[src/rtl/tcam_pkg.sv]
package tcam_pkg;

   typedef enum logic [1:0] {
      OP_NONE   = 2'd0,
      OP_PLAIN  = 2'd1,
      OP_MASKED = 2'd2,
      OP_DELETE = 2'd3
   } tcam_op_e;

   // Delete has priority over the mask side-band.
   function automatic tcam_op_e op_classify(input logic en, input logic del, input logic msk);
      if (!en)      return OP_NONE;
      else if (del) return OP_DELETE;
      else if (msk) return OP_MASKED;
      else          return OP_PLAIN;
   endfunction

   function automatic int unsigned op_max3(input int unsigned a, input int unsigned b,
                                           input int unsigned c);
      int unsigned m;
      m = a;
      if (b > m) m = b;
      if (c > m) m = c;
      return m;
   endfunction

endpackage

[src/rtl/tcam_wr_seq.sv]
module tcam_wr_seq
   import tcam_pkg::*;
#(
   parameter int ADDR_W    = 6,
   parameter int PLAIN_CYC = 2,
   parameter int MASK_CYC  = 3,
   parameter int DEL_CYC   = 2
) (
   input  logic              clk,
   input  logic              rst_n,
   input  logic              wr_en,
   input  logic              wr_del,
   input  logic              wr_mask_en,
   input  logic [ADDR_W-1:0] wr_addr,
   output logic              commit,
   output tcam_op_e          commit_op
);

   localparam int unsigned MAX_CYC = op_max3(PLAIN_CYC, MASK_CYC, DEL_CYC);
   localparam int CNT_W = $clog2(MAX_CYC + 1);

   tcam_op_e          cur_op;
   tcam_op_e          prev_op;
   logic [ADDR_W-1:0] prev_addr;
   logic [CNT_W-1:0]  cnt;
   logic [CNT_W-1:0]  run;
   logic [CNT_W-1:0]  need;
   logic              same_req;

   always_comb begin
      cur_op   = op_classify(wr_en, wr_del, wr_mask_en);
      same_req = (cnt != '0) && (cur_op == prev_op) && (wr_addr == prev_addr);
      unique case (cur_op)
         OP_PLAIN:  need = CNT_W'(PLAIN_CYC);
         OP_MASKED: need = CNT_W'(MASK_CYC);
         OP_DELETE: need = CNT_W'(DEL_CYC);
         default:   need = '0;
      endcase
      if (cur_op == OP_NONE) run = '0;
      else if (same_req)     run = cnt + CNT_W'(1);
      else                   run = CNT_W'(1);
      commit    = (cur_op != OP_NONE) && (run == need);
      commit_op = cur_op;
   end

   // After a commit the count restarts, so a longer hold begins a new operation.
   always_ff @(posedge clk) begin
      if (!rst_n) begin
         cnt       <= '0;
         prev_op   <= OP_NONE;
         prev_addr <= '0;
      end else begin
         cnt       <= commit ? '0 : run;
         prev_op   <= cur_op;
         prev_addr <= wr_addr;
      end
   end

endmodule

[src/rtl/tcam_cell.sv]
module tcam_cell #(
   parameter int WIDTH   = 32,
   parameter bit MASK_EN = 1'b1
) (
   input  logic             clk,
   input  logic             rst_n,
   input  logic             do_store,
   input  logic             do_kill,
   input  logic             use_mask,
   input  logic [WIDTH-1:0] in_data,
   input  logic [WIDTH-1:0] in_mask,
   input  logic [WIDTH-1:0] key,
   output logic             valid,
   output logic             hit
);

   logic [WIDTH-1:0] data_q;
   logic [WIDTH-1:0] care;

   always_ff @(posedge clk) begin
      if (!rst_n)        valid <= 1'b0;
      else if (do_kill)  valid <= 1'b0;
      else if (do_store) valid <= 1'b1;
   end

   always_ff @(posedge clk) begin
      if (do_store) data_q <= in_data;
   end

   generate
      if (MASK_EN) begin : g_ternary
         logic [WIDTH-1:0] mask_q;
         always_ff @(posedge clk) begin
            if (do_store) mask_q <= use_mask ? in_mask : '0;
         end
         assign care = ~mask_q;
      end else begin : g_binary
         assign care = '1;
      end
   endgenerate

   assign hit = valid && (((key ^ data_q) & care) == '0);

endmodule

[src/rtl/tcam_match_reg.sv]
module tcam_match_reg #(
   parameter int ENTRIES = 64
) (
   input  logic               clk,
   input  logic               rst_n,
   input  logic               capture,
   input  logic [ENTRIES-1:0] hits,
   output logic [ENTRIES-1:0] match_vec
);

   always_ff @(posedge clk) begin
      if (!rst_n)       match_vec <= '0;
      else if (capture) match_vec <= hits;
   end

endmodule

[src/rtl/tcam_array.sv]
module tcam_array
   import tcam_pkg::*;
#(
   parameter int ENTRIES   = 64,
   parameter int WIDTH     = 32,
   parameter int PLAIN_CYC = 2,
   parameter int MASK_CYC  = 3,
   parameter int DEL_CYC   = 2,
   parameter bit MASK_EN   = 1'b1,
   localparam int ADDR_W   = $clog2(ENTRIES)
) (
   input  logic               clk,
   input  logic               rst_n,
   input  logic               wr_en,
   input  logic [ADDR_W-1:0]  wr_addr,
   input  logic [WIDTH-1:0]   wr_data,
   input  logic               wr_mask_en,
   input  logic [WIDTH-1:0]   wr_mask,
   input  logic               wr_del,
   input  logic               lk_start,
   input  logic [WIDTH-1:0]   lk_key,
   output logic [ENTRIES-1:0] match_vec
);

   generate
      if (ENTRIES < 2) begin : g_bad_entries
         $error("tcam_array: ENTRIES must be at least 2");
      end
      if (WIDTH < 1) begin : g_bad_width
         $error("tcam_array: WIDTH must be at least 1");
      end
      if (PLAIN_CYC < 1 || MASK_CYC < 1 || DEL_CYC < 1) begin : g_bad_hold
         $error("tcam_array: hold counts must be at least 1");
      end
   endgenerate

   logic               seq_commit;
   tcam_op_e           seq_op;
   logic [ENTRIES-1:0] ent_valid;
   logic [ENTRIES-1:0] ent_hit;
   logic               is_store;
   logic               is_kill;
   logic               lk_accept;

   tcam_wr_seq #(
      .ADDR_W   (ADDR_W),
      .PLAIN_CYC(PLAIN_CYC),
      .MASK_CYC (MASK_CYC),
      .DEL_CYC  (DEL_CYC)
   ) i_wr_seq (
      .clk       (clk),
      .rst_n     (rst_n),
      .wr_en     (wr_en),
      .wr_del    (wr_del),
      .wr_mask_en(wr_mask_en),
      .wr_addr   (wr_addr),
      .commit    (seq_commit),
      .commit_op (seq_op)
   );

   assign is_store  = seq_commit && (seq_op == OP_PLAIN || seq_op == OP_MASKED);
   assign is_kill   = seq_commit && (seq_op == OP_DELETE);
   assign lk_accept = lk_start && !wr_en;

   generate
      for (genvar e = 0; e < ENTRIES; e++) begin : g_entry
         logic sel;
         assign sel = (wr_addr == ADDR_W'(e));
         tcam_cell #(
            .WIDTH  (WIDTH),
            .MASK_EN(MASK_EN)
         ) i_cell (
            .clk     (clk),
            .rst_n   (rst_n),
            .do_store(is_store && sel),
            .do_kill (is_kill && sel),
            .use_mask(seq_op == OP_MASKED),
            .in_data (wr_data),
            .in_mask (wr_mask),
            .key     (lk_key),
            .valid   (ent_valid[e]),
            .hit     (ent_hit[e])
         );
      end
   endgenerate

   tcam_match_reg #(
      .ENTRIES(ENTRIES)
   ) i_match_reg (
      .clk      (clk),
      .rst_n    (rst_n),
      .capture  (lk_accept),
      .hits     (ent_hit),
      .match_vec(match_vec)
   );

endmodule

[config.mk]
export PLATFORM = sky130hd
export DESIGN_NAME = tcam_array
export DESIGN_NICKNAME = d
export VERILOG_FILES = /design/src/rtl/tcam_pkg.sv /design/src/rtl/tcam_wr_seq.sv /design/src/rtl/tcam_cell.sv /design/src/rtl/tcam_match_reg.sv /design/src/rtl/tcam_array.sv
export SDC_FILE = /design/constraint.sdc
export NUM_CORES = 2
export LEC_CHECK = 0
export BUFFER_PORTS_ARGS = -buffer_cell sky130_fd_sc_hd__clkbuf_2
export CORE_MARGIN = 2
export CORE_UTILIZATION = 35
export CTS_BUF_LIST = sky130_fd_sc_hd__clkbuf_2
export DETAILED_ROUTE_END_ITERATION = 8
export PLACE_DENSITY = 0.59
export SYNTH_ARGS = -nofsm -noshare
export SYNTH_HDL_FRONTEND = slang
export SYNTH_SLANG_ARGS = --single-unit
export TNS_END_PERCENT = 1
[constraint.sdc]
create_clock -name clk -period 6.7 [get_ports clk]
set_input_delay 1.005 -clock clk [delete_from_list [all_inputs] [get_ports clk]]
set_output_delay 1.005 -clock clk [all_outputs]
set_load 0.03 [all_outputs]
# == Yosys cells after proc, flatten, opt, wreduce, memory -nomap -nowiden ==
# Cells that the tools add are included.
# word_totals
mem_bits_rw,0
mem_count,0
register_bits,4234
mem_bits_ro,0
latch_bits,0
# classes
multipliers,0
n_reduce_logical,334
n_mux,7
add_sub_neg,1
n_shift,0
eq_ne,69
bitwise_logic,193
magnitude_cmp,0
n_div,0
# op_table
op,count
$and 32x32->32,64
$logic_not 32->1,64
$not 32->32,64
$xor 32x32->32,64
$logic_and 1x1->1,198
$eq 6x6->1 const B,32
$reduce_or 2->1,66
$eq 6x5->1 const B,16
$eq 6x4->1 const B,8
$mux 32,1
$eq 6x3->1 const B,4
$eq 6x2->1 const B,2
$mux 2,5
$eq 6x1->1 const B,1
$eq 6x6->1,1
$logic_not 6->1,1
$eq 2x2->1,2
$eq 2x2->1 const B,2
$pmux 2 s2,1
$reduce_bool 2->1,2
$add 2x1->2 const B,1
$eq 2x1->1 const B,1
$logic_not 2->1,1
$logic_not 1->1,1
2 further kinds,2

# == Logic depth before layout (Yosys ltp) ==
# depth
word_depth,13
depth_mapped,8

# == Modules after synthesis ==
# From an unflattened synthesis, not the netlist that was laid out.
# unflattened
cells_unflattened,10745
area_unflattened_um2,170631.1
# by_module_without_submodules
module,area_each_um2,n_inst,cells_each,seq_area_each_um2
tcam_cell,2606.2,64,161,1941.9
tcam_match_reg,2451.1,1,206,1281.2
tcam_array,915.9,1,186,0.0
tcam_wr_seq,464.2,1,49,200.2

# == Least setup slack after synthesis ==
# No wires, ideal clock.
# synth_timing
path_kind,input to register
startpoint,input wr_en
endpoint,register g_entry[56].i_cell.data_q[0] (enable)
cell_stages,6
setup_ns,0.564
t_required_ns,6.136
t_arrival_ns,6.569
setup_slack_ns,-0.434
path_cell_list,nor2b_1 -> o21ai_1 -> nor2_1 -> nand3_1 -> clkbuf_1 -> nor3_1
# synth_between
elab_chain_cells,10
elab_cells_between_ends,18
cone_classes,eq/ne: 5; mux: 4; reduce/logical: 9
# synth_rtl
element,line_no,source
from (decl),tcam_array.sv:14,"input logic wr_en,"
$mux 2 (*),tcam_pkg.sv:12,if (!en) return OP_NONE;
$eq 2x2->1,tcam_wr_seq.sv:32,same_req = (cnt != '0) && (cur_op == prev_op) && (wr_addr == prev_addr);
$logic_and 1x1->1 (2 in a row),tcam_wr_seq.sv:32,
$mux 2,tcam_wr_seq.sv:40,else if (same_req) run = cnt + CNT_W'(1);
$mux 2,tcam_wr_seq.sv:39,if (cur_op == OP_NONE) run = '0;
$eq 2x2->1,tcam_wr_seq.sv:42,commit = (cur_op != OP_NONE) && (run == need);
$logic_and 1x1->1,tcam_wr_seq.sv:42,
$logic_and 1x1->1 (*),tcam_array.sv:61,assign is_store = seq_commit && (seq_op == OP_PLAIN || seq_op == OP_MASKED);
$logic_and 1x1->1 (*),tcam_array.sv:75,".do_store(is_store && sel),"
net g_entry[56].i_cell.do_store,tcam_cell.sv:7,"input logic do_store,"
to (signal assigned),tcam_cell.sv:27,if (do_store) data_q <= in_data;
to (decl),tcam_cell.sv:17,logic [WIDTH-1:0] data_q;
# Mark *: on every way through the listed nets, which the timed path passes. The rest lies on a longest branch.
# A chain may end at the register's enable or synchronous reset.

# == Worst setup path in the final report ==
# layout_timing
startpoint,register i_wr_seq.prev_op[0]
endpoint,register g_entry[34].i_cell.g_ternary.mask_q[0] (enable)
# layout_between
elab_chain_cells,9
# layout_rtl
element,line_no,source
from (decl),tcam_wr_seq.sv:23,tcam_op_e prev_op;
from (signal assigned),tcam_wr_seq.sv:54,prev_op <= cur_op;
$eq 2x2->1,tcam_wr_seq.sv:32,
$logic_and 1x1->1 (2 in a row),tcam_wr_seq.sv:32,
$mux 2,tcam_wr_seq.sv:40,
$mux 2,tcam_wr_seq.sv:39,
$eq 2x2->1,tcam_wr_seq.sv:42,
$logic_and 1x1->1,tcam_wr_seq.sv:42,
$logic_and 1x1->1,tcam_array.sv:61,
$logic_and 1x1->1,tcam_array.sv:75,
net g_entry[34].i_cell.do_store,tcam_cell.sv:7,
to (signal assigned),tcam_cell.sv:34,if (do_store) mask_q <= use_mask ? in_mask : '0;
to (decl),tcam_cell.sv:32,logic [WIDTH-1:0] mask_q;
# The timed path passes the listed nets, and every way through them passes these cells.

==> flow_metrics.py <==
metrics = {
    "setup_path": {
        "worst_setup_path_start_kind": "flip-flop",
        "crit_fanout": 41,
        "cpPeakStageDelay_ns": 1.19,
        "endpoint_kind": "flip-flop",
        "critPathTopFamily": "simple AND/OR/NAND/NOR gates",
        "critical_path_class": "flip-flop to flip-flop",
        "slowest_stage": "nor2_4",
        "cp_cell_sequence": "nor4bb_1 > o21ai_1 > nor2_1 > nand2_2 > nor2_4 > buf_4",
        "path_buf_inv": 1,
        "ff2ff_path_depth": 6,
        "worstPathArrival_ns": 6.19,
        "worst-endpoint-required_ns": 8.63,
        "cp.depth": 6,
    },
    "place": {
        "place_hpwl_um": 287000,
        "post_dp_cell_area_um2": 167000,
        "io_buffers": 171,
        "place.gp.congestion": 0.850,
        "dp_cells": 14588,
    },
    "routing": {
        "met3_length_um": 80500,
        "routed_wirelength_um": 578000,
        "drt_iter0_drc": 19179,
        "via_per_inst": 5.62,
        "wl_met1_um": 206000,
        "post_drt_wl_per_cell_um": 34.4,
        "drt.antenna.violating_nets": 0,
        "dr.pass1.iters": 6,
        "top_layer": "met5",
        "vias": 94385,
        "dr_wl_met2_um": 269000,
        "drcViolationCount": 0,
    },
    "finish": {
        "multiInputGateArea_um2": 30100,
        "finalNetCount": 10185,
        "area.growth.synth_to_final_pct": 14.9,
        "final_area_um2": 180000,
        "final_cells": 16791,
        "ff_latch_area_um2": 126000,
        "drive_above_1_share": 0.208,
        "fillCellCount": 40549,
        "final_util": 0.404,
    },
    "flow_run": {
        "drv_cap": 0,
    },
    "floorplan": {
        "initial_core_util": 0.352,
        "io_pins": 172,
        "die_h_um": 673,
        "core-area_um2": 445000,
        "dieArea_um2": 452000,
        "rows": 245,
        "die_x_um": 673,
    },
    "timing": {
        "hold_viol_final": 0,
        "rsz0062_at_grt": "no",
        "tightest_slew_ns": 1.33,
        "maxSlewViolCount": 0,
        "fmax_mhz": 235,
        "relSlewSlack": 0.112,
        "fin_skew_ns": 0.197,
        "setup_tns_ns": 0,
        "setup_viol": 0,
        "fin_crit_ns": 4.26,
        "period_share": 0.636,
    },
    "grt": {
        "antenna_found_initial": 132,
        "grt_pass1_wl_um": 762000,
        "track_usage": 0.252,
        "grt_max_degree": 74,
        "grt_pass1_vias": 88690,
        "grt_overflow_total": 0,
    },
    "synth": {
        "avgSynthCellArea_um2": 18.4,
        "synth_compound_area_frac": 0.0520,
        "synthMuxAreaShare": 0,
        "yosys_warnings": 0,
        "synth_seq_area_share": 0.804,
        "yosysUniqueCellTypes": 37,
        "yosys.area.top_type": "edfxtp_1",
        "yosys.area_share.simple": 0.0213,
        "synth_area_um2": 156000,
        "synth-adder-area-share": 0.0000800,
        "synth-xor-area-share": 0.115,
        "synthCells": 8492,
        "synth-seq-cells": 4234,
        "synth.top_cell.area_share": 0.786,
        "ys_top_cells_by_area": "edfxtp_1, xnor2_1, o22ai_1",
        "synth_nets": 8601,
        "synth_top_family_by_area": "XOR/XNOR gates",
    },
    "clock_network": {
        "cts_sinks": 4234,
        "cts_tree": "done",
        "cts_resized": 0,
        "clock_latency_ns": 2.31,
        "ctsHoldBuffers": 312,
        "numCtsBuffers": 1102,
        "cts_setup_buffers": 0,
        "cts-root-buf": "clkbuf_2",
        "clk_pin_slew_ns": 0.10,
        "cts_buffer_depth": 5,
        "htreeDepth": 7,
    },
    "outcome": {
        "status": "complete, no violations",
    },
    "power": {
        "power.leakage_nw": 59.7,
        "vdd_drop_max_v": 0.000167,
        "powerDensity_nw_per_um2": 271,
    },
    "worst_hold_path": {
        "min_path_type": "primary input to flip-flop",
        "whs_path_depth": 2,
    },
}
-- stage by stage --
step	hold WS [ns]	power, mW	setup WS (ns)
floorplan	0.452	30.6	-0.434
global placement	0.448	32.1	1.53
detailed placement	0.448	32.1	1.43
CTS	0.00316	48.9	2.22
global route	0.105	50.3	2.17
finish	0.190	48.8	2.44
-- where the power goes --
part / internal [mW] / total [mW] / switching, mW
Clock: 6.78 / 17.0 / 10.2
Sequential: 28.9 / 28.9 / 0.00201
Combinational: 0.782 / 2.94 / 2.16
-- final cells by class --
class                      instances  area share
sequential                      4234       0.699
multi-input combinational       3977       0.167
clock buffer                    1597      0.0444
tap                             5928      0.0412
timing repair buffer             757      0.0398
clock inverter                   213     0.00646
antenna                           81     0.00113
inverter                           4   0.0000835
-- flip-flops by register name (all words and copies together) (netlist names) --
name,cells
g_entry.i_cell.valid,64
g_entry.i_cell.g_ternary.mask_q,2048
i_match_reg.match_vec,64
i_wr_seq.cnt,2
i_wr_seq.prev_op,2
g_entry.i_cell.data_q,2048
i_wr_seq.prev_addr,6
-- cell usage in the layout, fill, tap and decap left out, types with 4 or more instances in the layout --
| cell type | netlist | routed |
|---|---|---|
| clkinv_2 | 0 | 13 |
| clkinv_1 | 0 | 157 |
| o21ai_1 | 11 | 11 |
| nor3_1 | 120 | 68 |
| o22a_1 | 64 | 64 |
| nor2_4 | 0 | 16 |
| o21ai_0 | 119 | 119 |
| nor4_1 | 196 | 195 |
| and2_1 | 7 | 7 |
| nand4_1 | 4 | 4 |
| nand2_1 | 81 | 79 |
| clkbuf_2 | 0 | 1704 |
| inv_1 | 4 | 4 |
| o22ai_1 | 896 | 896 |
| dfxtp_1 | 138 | 138 |
| nor2_1 | 96 | 80 |
| buf_4 | 1 | 272 |
| nor2b_1 | 5 | 4 |
| buf_16 | 0 | 19 |
| o211ai_1 | 128 | 128 |
| inv_2 | 0 | 29 |
| buf_12 | 0 | 42 |
| nand2b_1 | 4 | 4 |
| a21oi_1 | 67 | 67 |
| and3_4 | 0 | 32 |
| nor3_2 | 0 | 52 |
| bufinv_16 | 0 | 13 |
| buf_6 | 1 | 32 |
| nand3_1 | 75 | 75 |
| xnor2_1 | 2054 | 2054 |
| diode_2 | 0 | 81 |
| edfxtp_1 | 4096 | 4096 |
| dlygate4sd3_1 | 0 | 285 |
-- Yosys cell counts --
master    instances
and3b_1           1
nor2_1           96
nand2b_1          4
nor2b_1           5
or4b_4            1
nor3_1          120
nand3b_1          1
nor4_4            1
inv_1             4
a21boi_0          1
or3b_2            1
xor2_1            1
a21oi_1          67
nand4_1           4
nor4_1          196
o21ai_1          11
nor4bb_1          5
nand3_1          75
ha_1              1
buf_2           122
o211ai_1        128
and3_1           34
o21ai_0         119
and2_1            7
or4_4             1
nor4b_1           1
nand2_1          81
buf_4             1
buf_1            83
buf_6             1
o22a_1           64
xnor2_1        2054
edfxtp_1       4096
dfxtp_1         138
o22ai_1         896
o21ba_2           1
clkbuf_1         70
-- metal layers --
layer  global-route usage  vias to the layer above
li1                     -                    36766
met1                0.333                    48499
met2                0.397                     8040
met3               0.0634                     1070
met4                0.103                       10
met5                    0                        -
-- final timing paths --
| kind | end | slack (ns) | start |
|---|---|---|---|
| max | g_entry[34].i_cell.g_ternary.mask_q[0]$_DFFE_PP_ | 2.44 | i_wr_seq.prev_op[0]$_SDFF_PN0_ |
| min reg2reg | i_match_reg.match_vec[19]$_SDFFE_PN0P_ | 0.48 | i_match_reg.match_vec[19]$_SDFFE_PN0P_ |
| min | g_entry[7].i_cell.data_q[23]$_DFFE_PP_ | 0.19 | wr_data[23] |
| max reg2reg | g_entry[34].i_cell.g_ternary.mask_q[0]$_DFFE_PP_ | 2.44 | i_wr_seq.prev_op[0]$_SDFF_PN0_ |
-- cells by family (layout without fill, tap and decap cells) --
family,count (synthesis),in the layout
other cells,0,81
buf+inv,281,2571
simple gates,634,634
xor+xnor,2055,2055
flops,4234,4234
compound gates,1287,1287
fa+ha+maj,1,1
Note: power is estimated with default switching activity, not from simulation.
